$ cat config.mk
export PLATFORM = sky130hd
export DESIGN_NAME = pskip_unit
export DESIGN_NICKNAME = d
export VERILOG_FILES = /design/src/rtl/pskip_pkg.sv /design/src/rtl/pskip_cond.sv /design/src/rtl/pskip_fsm.sv /design/src/rtl/pskip_unit.sv
export SDC_FILE = /design/constraint.sdc
export NUM_CORES = 1
export LEC_CHECK = 0
export BUFFER_PORTS_ARGS = -buffer_cell sky130_fd_sc_hd__clkbuf_2
export CAP_MARGIN = 20
export CELL_PAD_IN_SITES_DETAIL_PLACEMENT = 1
export CELL_PAD_IN_SITES_GLOBAL_PLACEMENT = 2
export CORE_AREA = 2 2 39 41
export CTS_CLUSTER_SIZE = 30
export DETAILED_ROUTE_END_ITERATION = 16
export DIE_AREA = 0 0 41 43
export PLACE_DENSITY_LB_ADDON = 0.1
export SYNTH_ARGS = -nofsm -noshare
export SYNTH_HDL_FRONTEND = slang
export SYNTH_HIERARCHICAL = 1
export SYNTH_SLANG_ARGS = --single-unit
$ cat constraint.sdc
create_clock -name clk -period 2 [get_ports clk]
set_input_delay 0.4 -clock clk [delete_from_list [all_inputs] [get_ports clk]]
set_output_delay 0.4 -clock clk [all_outputs]
set_load 0.02 [all_outputs]
$ cat src/rtl/pskip_pkg.sv
package pskip_pkg;
    typedef enum logic {
        ST_RUN  = 1'b0,
        ST_SKIP = 1'b1
    } skip_state_e;
endpackage

$ cat src/rtl/pskip_cond.sv
module pskip_cond #(
    parameter int CODE_W = 4,
    parameter int NFLAG  = 5
) (
    input  logic [CODE_W-1:0] code,
    input  logic [NFLAG-1:0]  flags,
    output logic              hit
);
    localparam int SEL_W = CODE_W - 1;

    logic [SEL_W-1:0] sel;
    logic             neg;

    assign sel = code[CODE_W-1:1];
    assign neg = code[0];

    // Even code tests a flag set, odd code tests it clear; unused selectors are true.
    always_comb begin
        hit = 1'b1;
        for (int i = 0; i < NFLAG; i++) begin
            if (int'(sel) == i) hit = flags[i] ^ neg;
        end
    end
endmodule

$ cat src/rtl/pskip_fsm.sv
module pskip_fsm
    import pskip_pkg::*;
(
    input  logic clk,
    input  logic rst_n,
    input  logic retire,
    input  logic arm_req,
    output logic bf,
    output logic suppress
);
    skip_state_e state_q, state_d;

    always_comb begin
        state_d = state_q;
        unique case (state_q)
            ST_RUN:  if (retire && arm_req) state_d = ST_SKIP;  // T_ARM
            ST_SKIP: if (retire)            state_d = ST_RUN;   // T_DROP
            default: state_d = ST_RUN;
        endcase
    end

    always_ff @(posedge clk) begin
        if (!rst_n) state_q <= ST_RUN;
        else        state_q <= state_d;
    end

    always_comb begin
        unique case (state_q)
            ST_SKIP: begin
                bf       = 1'b1;
                suppress = 1'b1;
            end
            default: begin
                bf       = 1'b0;
                suppress = 1'b0;
            end
        endcase
    end
endmodule

$ cat src/rtl/pskip_unit.sv
module pskip_unit #(
    parameter int CODE_W = 4,
    parameter int NFLAG  = 5
) (
    input  logic              clk,
    input  logic              rst_n,
    input  logic              br_strobe,
    input  logic              ins_done,
    input  logic [CODE_W-1:0] cond_code,
    input  logic [NFLAG-1:0]  flags,
    output logic              bf,
    output logic              suppress
);
    logic cond_hit;
    logic arm_req;

    pskip_cond #(.CODE_W(CODE_W), .NFLAG(NFLAG)) u_cond (
        .code  (cond_code),
        .flags (flags),
        .hit   (cond_hit)
    );

    assign arm_req = br_strobe & ~cond_hit;

    pskip_fsm u_fsm (
        .clk      (clk),
        .rst_n    (rst_n),
        .retire   (ins_done),
        .arm_req  (arm_req),
        .bf       (bf),
        .suppress (suppress)
    );
endmodule

==> impl_metrics.sql, run 1 <==
INSERT INTO impl_metrics (metric_group, metric, value, unit) VALUES
('layout', 'final_cells', '40', ''),
('layout', 'finish.net_count', '39', ''),
('hold_path', 'hold_path_end', 'u_fsm/state_q$_SDFF_PN0_', ''),
('placement', 'numPortBuffers', '14', ''),
('sta', 'period_share', '84.4', '%'),
('floorplanning', 'initial_core_utilization', '8.41', '%'),
('logic_synthesis', 'syn_area', '116', 'um2'),
('route', 'post_drt_via_cell_ratio', '3.40', ''),
('hold_path', 'holdCritStartpoint', 'u_fsm/state_q$_SDFF_PN0_', ''),
('placement', 'hpwlAfterDp', '292', 'um'),
('power', 'power.density', '276', 'mW/mm2'),
('logic_synthesis', 'synth_enable_flop_cells', '0', ''),
('global_routing', 'antenna_found_initial', '0', ''),
('layout', 'layout-area-overhead-vs-synth', '71.0', '%'),
('route', 'vias', '136', ''),
('logic_synthesis', 'synth.largest_area_cell', 'sky130_fd_sc_hd__mux4_2', ''),
('logic_synthesis', 'ff_latch_count_synth', '1', ''),
('sta', 'final-setup-viol-count', '0', ''),
('logic_synthesis', 'synth_top_flop_cell', 'sky130_fd_sc_hd__dfxtp_1', ''),
('critical_path', 'startpoint_type', 'input pin', ''),
('layout', 'share_of_cells_above_drive_strength_1', '66.7', '%'),
('logic_synthesis', 'syn_avg_cell_area', '10.6', 'um2'),
('floorplanning', 'die_h', '43', 'um'),
('layout', 'fillers', '167', ''),
('run_status', 'outcome', 'complete, no violations', ''),
('power', 'vdd_drop_max', '0.0387', 'mV'),
('clock_tree', 'clk_pin_slew', '0', 'ns'),
('floorplanning', 'die_x', '41', 'um'),
('floorplanning', 'core.rowCount', '14', ''),
('clock_tree', 'post_cts_resize_count', '0', ''),
('route', 'postRouteWirelength', '303', 'um'),
('floorplanning', 'io_pins', '15', ''),
('sta', 'post_route_skew', '0', 'ns'),
('floorplanning', 'floorplan.die_area', '0.00176', 'mm2'),
('layout', 'largest_register_ffs', '1', ''),
('logic_synthesis', 'yosys-top-cells-area', 'sky130_fd_sc_hd__mux4_2, sky130_fd_sc_hd__dfxtp_1, sky130_fd_sc_hd__nor2b_4', ''),
('hold_path', 'worst_hold_path_type', 'register to register', ''),
('floorplanning', 'core_area', '0.00138', 'mm2'),
('critical_path', 'criticalPathCategory', 'input pin to register', ''),
('sta', 'achievable_frequency', '0.592', 'GHz'),
('critical_path', 'data_required_time_at_the_worst_endpoint', '1.88', 'ns'),
('logic_synthesis', 'post_synth_inst_count', '11', ''),
('clock_tree', 'post_cts_buffers', '0', ''),
('critical_path', 'critical_path_arrival', '1.57', 'ns'),
('logic_synthesis', 'synth_cell_types', '11', ''),
('logic_synthesis', 'ys_seq_area_share', '17.2', '%'),
('route', 'ant_nets', '0', ''),
('power', 'power_leakage', '0.102', 'nW'),
('global_routing', 'grt_start_max_net_pins', '5', ''),
('critical_path', 'worstReg2RegStart', 'u_fsm/state_q$_SDFF_PN0_', ''),
('route', 'remaining_drc_errors', '0', ''),
('critical_path', 'critPathCaptureType', 'register', ''),
('sta', 'tightestPinTransition', '0.254', 'ns'),
('clock_tree', 'cts_hold_repair.buffers', '0', ''),
('sta', 'maxSlewHeadroom', '82.6', '%'),
('critical_path', 'timing.rr.end', 'u_fsm/state_q$_SDFF_PN0_', ''),
('global_routing', 'grt_pass1_wl', '483', 'um'),
('hold_path', 'whs_path_depth', '2', ''),
('route', 'detailed_route_iter0_violations', '0', ''),
('global_routing', 'globalRouteOverflowTotal', '0', ''),
('sta', 'rsz_0062_raised_after_global_routing', 'no', ''),
('global_routing', 'first_global_vias', '137', ''),
('logic_synthesis', 'syn-num-nets', '24', ''),
('power', 'fin_total_pwr', '0.0000549', 'W'),
('logic_synthesis', 'asyncSetResetFlopFracSynth', '0', '%'),
('critical_path', 'r2r_slack', '1.37', 'ns'),
('placement', 'routabilityCongestion', '0.603', ''),
('layout', 'largest_registers', 'u_fsm/state_q x1', ''),
('critical_path', 'worst-r2r-cell-count', '2', ''),
('layout', 'largest_register', 'u_fsm/state_q', ''),
('sta', 'timing_hold_violations_final', '0', '');
stage by stage:
step | area (um2) | setup WS [ns] | hold WS, ns
after floorplan | 116 | 0.488 | 0.544
after global placement | 199 | 0.303 | 0.482
after detailed placement | 199 | 0.297 | 0.493
final | 199 | 0.312 | 0.489
after global routing | 199 | 0.192 | 0.545
after CTS | 199 | 0.294 | 0.497
worst max-delay path by stage:
| stage | startpoint | cells after the start | slack [ns] | to |
|---|---|---|---|---|
| finish | cond_code[1] | 7 | 0.31 | u_fsm/state_q$_SDFF_PN0_ |
| global route | cond_code[1] | 7 | 0.19 | u_fsm/state_q$_SDFF_PN0_ |
| CTS | cond_code[1] | 7 | 0.29 | u_fsm/state_q$_SDFF_PN0_ |
| detailed placement | cond_code[1] | 7 | 0.30 | u_fsm/state_q$_SDFF_PN0_ |
| global placement | cond_code[1] | 7 | 0.30 | u_fsm/state_q$_SDFF_PN0_ |
| floorplan | cond_code[1] | 6 | 0.49 | u_fsm/state_q$_SDFF_PN0_ |
final cells by class:
type | count | area [um2] | share of cell area (%)
sequential | 1 | 20.0 | 10.1
tap | 16 | 20.0 | 10.1
multi-input combinational | 9 | 88.8 | 44.7
timing repair buffer | 14 | 70.1 | 35.2
cell families (layout without fill, tap and decap cells):
family / after synthesis / in the layout / share of synthesized area [%]
multiplexers: 2 / 2 / 28.0
AND/OR/NAND/NOR: 5 / 5 / 33.3
XOR/XNOR: 2 / 2 / 15.1
flip-flops: 1 / 1 / 17.2
buffers and inverters: 1 / 14 / 6.45
per-layer routing:
| metal | vias up | wire length [um] | track usage (%) |
|---|---|---|---|
| li1 | 66 | - | - |
| met1 | 59 | 110 | 4.79 |
| met2 | 11 | 140 | 6.56 |
| met3 | 0 | 53 | 0 |
| met4 | 0 | 0 | 0 |
| met5 | - | 0 | 0 |
worst max-delay path, cell delays in order:
cell	delay, ns
sky130_fd_sc_hd__clkbuf_2	0.11
sky130_fd_sc_hd__mux4_2	0.50
sky130_fd_sc_hd__xnor2_1	0.13
sky130_fd_sc_hd__mux2i_1	0.22
sky130_fd_sc_hd__nor2b_4	0.06
sky130_fd_sc_hd__nand4b_1	0.10
sky130_fd_sc_hd__nand2_1	0.05
power by group:
part | internal (W) | leakage, nW | switching, W
clock | 0 | 0 | 0
sequential | 0.0000212 | 0.00812 | 0.000000689
combinational | 0.0000199 | 0.0942 | 0.0000131
layout by cell type (no fill, tap or decap):
| master | netlist | final |
|---|---|---|
| sky130_fd_sc_hd__dfxtp_1 | 1 | 1 |
| sky130_fd_sc_hd__nand3b_1 | 1 | 1 |
| sky130_fd_sc_hd__nor3_1 | 1 | 1 |
| sky130_fd_sc_hd__xor2_1 | 1 | 1 |
| sky130_fd_sc_hd__clkbuf_2 | 0 | 14 |
| sky130_fd_sc_hd__nand2_1 | 1 | 1 |
| sky130_fd_sc_hd__nor2b_4 | 1 | 1 |
| sky130_fd_sc_hd__nand4b_1 | 1 | 1 |
| sky130_fd_sc_hd__mux2i_1 | 1 | 1 |
| sky130_fd_sc_hd__mux4_2 | 1 | 1 |
| sky130_fd_sc_hd__xnor2_1 | 1 | 1 |
No activity file was read; power rests on OpenSTA's default activity.
==> run 2: changes to the inputs <==
--- a/config.mk
+++ b/config.mk
@@ -5,14 +5,15 @@
 export SDC_FILE = /design/constraint.sdc
 export NUM_CORES = 1
 export LEC_CHECK = 0
+export ABC_AREA = 1
 export BUFFER_PORTS_ARGS = -buffer_cell sky130_fd_sc_hd__clkbuf_2
 export CAP_MARGIN = 20
 export CELL_PAD_IN_SITES_DETAIL_PLACEMENT = 1
 export CELL_PAD_IN_SITES_GLOBAL_PLACEMENT = 2
-export CORE_AREA = 2 2 39 41
+export CORE_MARGIN = 2
+export CORE_UTILIZATION = 13
 export CTS_CLUSTER_SIZE = 30
 export DETAILED_ROUTE_END_ITERATION = 16
-export DIE_AREA = 0 0 41 43
 export PLACE_DENSITY_LB_ADDON = 0.1
 export SYNTH_ARGS = -nofsm -noshare
 export SYNTH_HDL_FRONTEND = slang
==> constraint.sdc (replaced) <==
create_clock -name clk -period 1.6 [get_ports clk]
set_input_delay 0.32 -clock clk [delete_from_list [all_inputs] [get_ports clk]]
set_output_delay 0.32 -clock clk [all_outputs]
set_load 0.02 [all_outputs]
==> run 2 against run 1 <==
  * Synthesized cell count increased to 3.6 times the previous value
  * Register-to-register slack got worse by 0.39 ns
  * Via count up 97%
  * Die area is 1.8% lower
  * Worst hold slack improved by 0.027 ns
  * Critical path depth grew 3
  * First-iteration DRC count did not move
  * Largest cell class unchanged
  * Clock skew did not move
  * Core utilization rose by 5.8 points
  * Routed wire length grew 96%
  * Sequential power rose by 29%
  * Highest routed layer unchanged
==> impl_metrics.sql, run 2 <==
INSERT INTO impl_metrics (metric_group, metric, value, unit) VALUES
('route', 'ant_nets', '0', ''),
('logic_synthesis', 'syn_avg_cell_area', '4.60', 'um2'),
('sta', 'period_share', '76.2', '%'),
('logic_synthesis', 'synth.largest_area_cell', 'sky130_fd_sc_hd__nand2_1', ''),
('critical_path', 'critPathCaptureType', 'register', ''),
('global_routing', 'globalRouteOverflowTotal', '0', ''),
('placement', 'hpwlAfterDp', '560', 'um'),
('sta', 'tightestPinTransition', '0.133', 'ns'),
('layout', 'layout.cells.most_common_list', 'sky130_fd_sc_hd__nand2_1, sky130_fd_sc_hd__clkbuf_2, sky130_fd_sc_hd__inv_1', ''),
('critical_path', 'critical_path_arrival', '1.10', 'ns'),
('critical_path', 'critical_path.most_common_cell', 'sky130_fd_sc_hd__nand2_1', ''),
('floorplanning', 'core.rowCount', '13', ''),
('clock_tree', 'clock_insertion_delay_worst_skew', '0', 'ns'),
('sta', 'achievable_frequency', '0.820', 'GHz'),
('layout', 'share_of_cells_above_drive_strength_1', '32.1', '%'),
('critical_path', 'criticalPathCategory', 'input pin to register', ''),
('critical_path', 'timing.critical_path.slowest_stage_cell', 'sky130_fd_sc_hd__clkbuf_2', ''),
('logic_synthesis', 'yosys-top-cells-area', 'sky130_fd_sc_hd__nand2_1, sky130_fd_sc_hd__nand3_1, sky130_fd_sc_hd__inv_1', ''),
('layout', 'finish.net_count', '68', ''),
('clock_tree', 'clk_pin_slew', '0', 'ns'),
('sta', 'setup_ws', '0.380', 'ns'),
('floorplanning', 'floorplan.die_area', '0.00173', 'mm2'),
('logic_synthesis', 'post_synth_inst_count', '40', ''),
('critical_path', 'startpoint_type', 'input pin', ''),
('logic_synthesis', 'ff_latch_count_synth', '1', ''),
('placement', 'numPortBuffers', '14', ''),
('placement', 'routabilityCongestion', '0.685', ''),
('layout', 'utilization', '20.1', '%'),
('logic_synthesis', 'synth_top_flop_cell', 'sky130_fd_sc_hd__dfxtp_1', ''),
('critical_path', 'crit_buf_inv', '2', ''),
('logic_synthesis', 'post-synth-top-count-cell', 'sky130_fd_sc_hd__nand2_1', ''),
('sta', 'timing.setup.tns', '0', 'ns'),
('sta', 'final-setup-viol-count', '0', ''),
('logic_synthesis', 'synth_enable_flop_cells', '0', ''),
('floorplanning', 'core_area', '0.00132', 'mm2'),
('logic_synthesis', 'syn-num-nets', '53', ''),
('layout', 'insertedDiodeCount', '0', ''),
('logic_synthesis', 'yosys_warnings', '6', ''),
('critical_path', 'critPathMaxStageDelay', '0.15', 'ns'),
('sta', 'maxSlewHeadroom', '91.1', '%'),
('sta', 'timing_hold_violations_final', '0', ''),
('critical_path', 'data_required_time_at_the_worst_endpoint', '1.48', 'ns'),
('layout', 'layout-area-overhead-vs-synth', '44.2', '%'),
('run_status', 'outcome', 'complete, no violations', ''),
('clock_tree', 'post_cts_buffers', '0', ''),
('route', 'remaining_drc_errors', '0', ''),
('placement', 'place_inst', '68', ''),
('floorplanning', 'die_x', '41.6', 'um'),
('power', 'power.density', '322', 'mW/mm2'),
('sta', 'rsz_0062_raised_after_global_routing', 'no', ''),
('global_routing', 'grt_pass1_wl', '1000', 'um'),
('route', 'dr.pass1.iters', '1', ''),
('placement', 'placement.setup.worst_slack', '0.362', 'ns'),
('layout', 'largest_register', 'u_fsm/state_q', ''),
('layout', 'layout_commonest_cell', 'sky130_fd_sc_hd__nand2_1', ''),
('floorplanning', 'io_pins', '15', ''),
('power', 'vdd_drop_max', '0.122', 'mV'),
('global_routing', 'grt_start_max_net_pins', '7', ''),
('critical_path', 'path_cells', 'clkbuf_2 > inv_2 > nand2_1 > nand3_1 > nand3_1 > nand2_1 > nand2_1 > nor2_2 > a21oi_1 > nor2_1', ''),
('floorplanning', 'initial_core_utilization', '14.0', '%'),
('layout', 'final_cells', '68', ''),
('global_routing', 'antenna_found_initial', '0', ''),
('layout', 'largest_registers', 'u_fsm/state_q x1', ''),
('logic_synthesis', 'synth.top_cell.area_share', '32.7', '%'),
('route', 'vias', '268', ''),
('sta', 'timing.final.crit_period', '1.22', 'ns'),
('route', 'postRouteWirelength', '595', 'um'),
('job', 'drv_cap', '0', ''),
('power', 'fin_total_pwr', '0.0000854', 'W'),
('power', 'power_leakage', '0.183', 'nW'),
('sta', 'finalMaxSlewViolations', '0', ''),
('logic_synthesis', 'netlist_top_cells_count', 'sky130_fd_sc_hd__nand2_1, sky130_fd_sc_hd__inv_1, sky130_fd_sc_hd__nand3_1', ''),
('critical_path', 'critical_path_peak_fanout', '6', ''),
('logic_synthesis', 'syn_area', '184', 'um2'),
('route', 'detailed_route_iter0_violations', '0', ''),
('global_routing', 'gr-usage-all-layers', '6.89', '%'),
('logic_synthesis', 'synth_cell_types', '10', ''),
('global_routing', 'first_global_vias', '257', ''),
('floorplanning', 'die_h', '41.6', 'um'),
('clock_tree', 'post_cts_resize_count', '0', ''),
('hold_path', 'worst_hold_path_type', 'register to register', ''),
('route', 'post_drt_via_cell_ratio', '3.94', ''),
('logic_synthesis', 'asyncSetResetFlopFracSynth', '0', '%'),
('clock_tree', 'cts_hold_repair.buffers', '0', ''),
('logic_synthesis', 'ys_seq_area_share', '10.9', '%'),
('layout', 'fillers', '186', ''),
('sta', 'post_route_skew', '0', 'ns'),
('critical_path', 'cp_top_family', 'simple AND/OR/NAND/NOR gates', ''),
('route', 'detail_route.wl_per_cell', '8.75', 'um'),
('layout', 'largest_register_ffs', '1', '');
[run 2: cell count changes in the layout (fill, tap and decap cells not counted), moves of 2 or more]
cell | before | now
sky130_fd_sc_hd__inv_1 | 0 | 9
sky130_fd_sc_hd__nand2_1 | 1 | 16
sky130_fd_sc_hd__nand3_1 | 0 | 7
sky130_fd_sc_hd__nor2_1 | 0 | 2
[run 2: cells by family (layout without fill, tap and decap cells)]
family / after synthesis / in the layout / share of synthesized area, %
AOI/OAI and AO/OA: 1 / 1 / 2.72
buffers and inverters: 12 / 25 / 27.2
DFF: 1 / 1 / 10.9
and+or+nand+nor: 26 / 26 / 59.2
[run 2: final timing paths]
kind,from,endpoint,slack [ns],cells after the start
worst max-delay path,cond_code[2],u_fsm/state_q$_SDFF_PN0_,0.38,10
worst max register to register,u_fsm/state_q$_SDFF_PN0_,u_fsm/state_q$_SDFF_PN0_,0.98,3
worst min register to register,u_fsm/state_q$_SDFF_PN0_,u_fsm/state_q$_SDFF_PN0_,0.52,2
worst min-delay path,u_fsm/state_q$_SDFF_PN0_,u_fsm/state_q$_SDFF_PN0_,0.52,2
[run 2: routing by layer]
layer / vias to the layer above / part of all wire [%] / wire length, um / track usage, %
met5: - / 0 / 0 / 0
met4: 0 / 0 / 0 / 0
met3: 0 / 4.7 / 28 / 0.435
met2: 6 / 55 / 328 / 13.1
met1: 120 / 40 / 238 / 8.88
li1: 142 / - / - / -
[run 2: worst register-to-register path, delay by kind of cell (launching register included)]
family,cells,cell delay [ns]
simple gates,3,0.16
flops,1,0.34
[run 2: stage by stage]
step / area [um2] / hold WS, ns
2_1_floorplan: 184 / 0.446
3_3_place_gp: 265 / 0.502
3_5_place_dp: 265 / 0.531
4_1_cts: 265 / 0.532
5_1_grt: 265 / 0.564
6_report: 265 / 0.516
[run 2: cell type report]
| type | instances | area, um2 | share of cell area [%] |
|---|---|---|---|
| inverters | 11 | 42.5 | 16.0 |
| multi-input cells | 27 | 114 | 42.9 |
| flip-flops and latches | 1 | 20.0 | 7.55 |
| well taps | 15 | 18.8 | 7.08 |
| repair buffers | 14 | 70.1 | 26.4 |
[run 2: power breakdown]
group          internal, W  switching, W
Sequential       0.0000270    0.00000129
Combinational    0.0000250     0.0000321
Clock                    0             0
==> run 3: changes to the inputs <==
==> constraint.sdc (replaced) <==
create_clock -name clk -period 1.2 [get_ports clk]
set_input_delay 0.24 -clock clk [delete_from_list [all_inputs] [get_ports clk]]
set_output_delay 0.24 -clock clk [all_outputs]
set_load 0.02 [all_outputs]
==> run 3 against run 2 <==
  * Sequential power increased by 33%
  * Routed wire length decreased by 2.7%
  * Cell area increased by 6.1%
  * Flip-flop and latch count unchanged
  * Combinational power increased by 44%
  * Via count increased by 0.75%
  * Global-route usage increased by 0.27 points
  * Final cell count unchanged
==> impl_metrics.sql, run 3 (same netlist as run 2, synthesis figures left out) <==
INSERT INTO impl_metrics (metric_group, metric, value, unit) VALUES
('clock_tree', 'clk_pin_slew', '0', 'ns'),
('floorplanning', 'core.rowCount', '13', ''),
('layout', 'insertedDiodeCount', '0', ''),
('route', 'detail_route.wl_per_cell', '8.51', 'um'),
('floorplanning', 'core_area', '0.00132', 'mm2'),
('global_routing', 'grt_pass1_wl', '1060', 'um'),
('layout', 'final_cells', '68', ''),
('layout', 'largest_register_ffs', '1', ''),
('clock_tree', 'cts_hold_repair.buffers', '0', ''),
('route', 'remaining_drc_errors', '0', ''),
('layout', 'finish.net_count', '68', ''),
('global_routing', 'grt_start_max_net_pins', '7', ''),
('global_routing', 'groute.layer.met3.usage', '0.870', '%'),
('critical_path', 'data_required_time_at_the_worst_endpoint', '1.08', 'ns'),
('sta', 'finalMaxSlewViolations', '0', ''),
('layout', 'largest_register', 'u_fsm/state_q', ''),
('sta', 'rsz_0062_raised_after_global_routing', 'no', ''),
('sta', 'timing.final.crit_period', '1.09', 'ns'),
('route', 'postRouteWirelength', '579', 'um'),
('layout', 'layout.cells.most_common_list', 'sky130_fd_sc_hd__nand2_1, sky130_fd_sc_hd__clkbuf_2, sky130_fd_sc_hd__inv_1', ''),
('clock_tree', 'clock_insertion_delay_worst_skew', '0', 'ns'),
('global_routing', 'gr-max-usage-layer', 'met2', ''),
('sta', 'post_route_skew', '0', 'ns'),
('global_routing', 'antenna_found_initial', '0', ''),
('layout', 'layout-area-overhead-vs-synth', '53.1', '%'),
('sta', 'maxSlewHeadroom', '92.2', '%'),
('critical_path', 'critPathCaptureType', 'register', ''),
('global_routing', 'gr-usage-all-layers', '7.16', '%'),
('floorplanning', 'die_x', '41.6', 'um'),
('power', 'power.density', '426', 'mW/mm2'),
('sta', 'timing.setup.tns', '0', 'ns'),
('critical_path', 'criticalPathCategory', 'input pin to register', ''),
('global_routing', 'gr-usage-met1', '9.14', '%'),
('global_routing', 'grt.met2_usage', '13.4', '%'),
('run_status', 'outcome', 'complete, no violations', ''),
('route', 'detailed_route_iter0_violations', '2', ''),
('sta', 'period_share', '91.2', '%'),
('floorplanning', 'floorplan.die_area', '0.00173', 'mm2'),
('critical_path', 'critical_path_peak_fanout', '4', ''),
('critical_path', 'startpoint_type', 'input pin', ''),
('sta', 'hold_slack', '0.454', 'ns'),
('job', 'drv_cap', '0', ''),
('floorplanning', 'die_h', '41.6', 'um'),
('floorplanning', 'initial_core_utilization', '14.0', '%'),
('placement', 'routabilityCongestion', '0.702', ''),
('placement', 'place_inst', '68', ''),
('layout', 'layout_commonest_cell', 'sky130_fd_sc_hd__nand2_1', ''),
('layout', 'largest_registers', 'u_fsm/state_q x1', ''),
('power', 'vdd_drop_max', '0.178', 'mV'),
('route', 'ant_nets', '0', ''),
('floorplanning', 'io_pins', '15', ''),
('global_routing', 'globalRouteOverflowTotal', '0', ''),
('route', 'vias', '270', ''),
('clock_tree', 'post_cts_buffers', '0', ''),
('placement', 'hpwlAfterDp', '547', 'um'),
('placement', 'numPortBuffers', '14', ''),
('critical_path', 'critical_path_arrival', '0.98', 'ns'),
('sta', 'tightestPinTransition', '0.116', 'ns'),
('route', 'post_drt_via_cell_ratio', '3.97', ''),
('sta', 'final-setup-viol-count', '0', ''),
('route', 'dr.pass1.iters', '4', ''),
('sta', 'timing_hold_violations_final', '0', ''),
('power', 'power_leakage', '0.186', 'nW'),
('sta', 'achievable_frequency', '0.914', 'GHz'),
('layout', 'share_of_cells_above_drive_strength_1', '37.7', '%'),
('global_routing', 'first_global_vias', '262', ''),
('hold_path', 'worst_hold_path_type', 'input pin to register', '');
run 3: what timing repair did:
action / 4_1_cts / 5_1_grt
gates resized for setup: 0 / 10
hold endpoints to repair: 0 / 0
endpoints found under the setup margin: 0 / 1
run 3: stage by stage:
step                total power [W]  cell area (um2)  util, %  worst slack, ns
finish                     0.000120              282     21.4            0.106
global route               0.000134              282     21.4          0.00133
CTS                        0.000116              265     20.1           0.0219
detailed placement         0.000115              265     20.1           0.0299
global placement           0.000112              265     20.1           0.0641
floorplan                 0.0000808              184        -            0.297
run 3: worst max-delay path, stage by stage:
cell and delay (ns):
sky130_fd_sc_hd__buf_4 0.13, sky130_fd_sc_hd__inv_2 0.06, sky130_fd_sc_hd__nand2_1 0.05, sky130_fd_sc_hd__nand3_1 0.07, sky130_fd_sc_hd__nand2_1 0.05, sky130_fd_sc_hd__inv_1 0.05, sky130_fd_sc_hd__nand2_1 0.04, sky130_fd_sc_hd__nand2_1 0.06
sky130_fd_sc_hd__nor2_2 0.04, sky130_fd_sc_hd__a21oi_1 0.11, sky130_fd_sc_hd__nor2_1 0.06
run 3: per-layer routing:
layer	vias up	share of wire, %	wire (um)
met4	0	0	0
met5	-	0	0
met1	117	39	228
met2	8	53	308
li1	145	-	-
met3	0	7.1	41
run 3: final timing paths:
check,from,cells after the start,endpoint,slack (ns)
setup / recovery,cond_code[0],11,u_fsm/state_q$_SDFF_PN0_,0.11
hold / removal,rst_n,3,u_fsm/state_q$_SDFF_PN0_,0.45
setup reg to reg,u_fsm/state_q$_SDFF_PN0_,3,u_fsm/state_q$_SDFF_PN0_,0.59
hold reg to reg,u_fsm/state_q$_SDFF_PN0_,3,u_fsm/state_q$_SDFF_PN0_,0.53
run 3: area by class of cell:
cell class,count,area (um2)
Inverter,11,46.3
Sequential cell,1,20.0
Fill cell,187,1040
Timing Repair Buffer,14,75.1
Multi-Input combinational cell,27,121
Tap cell,15,18.8
run 3: power by group:
part           internal [W]  switching [W]
combinational     0.0000369      0.0000453
clock                     0              0
sequential        0.0000360     0.00000173
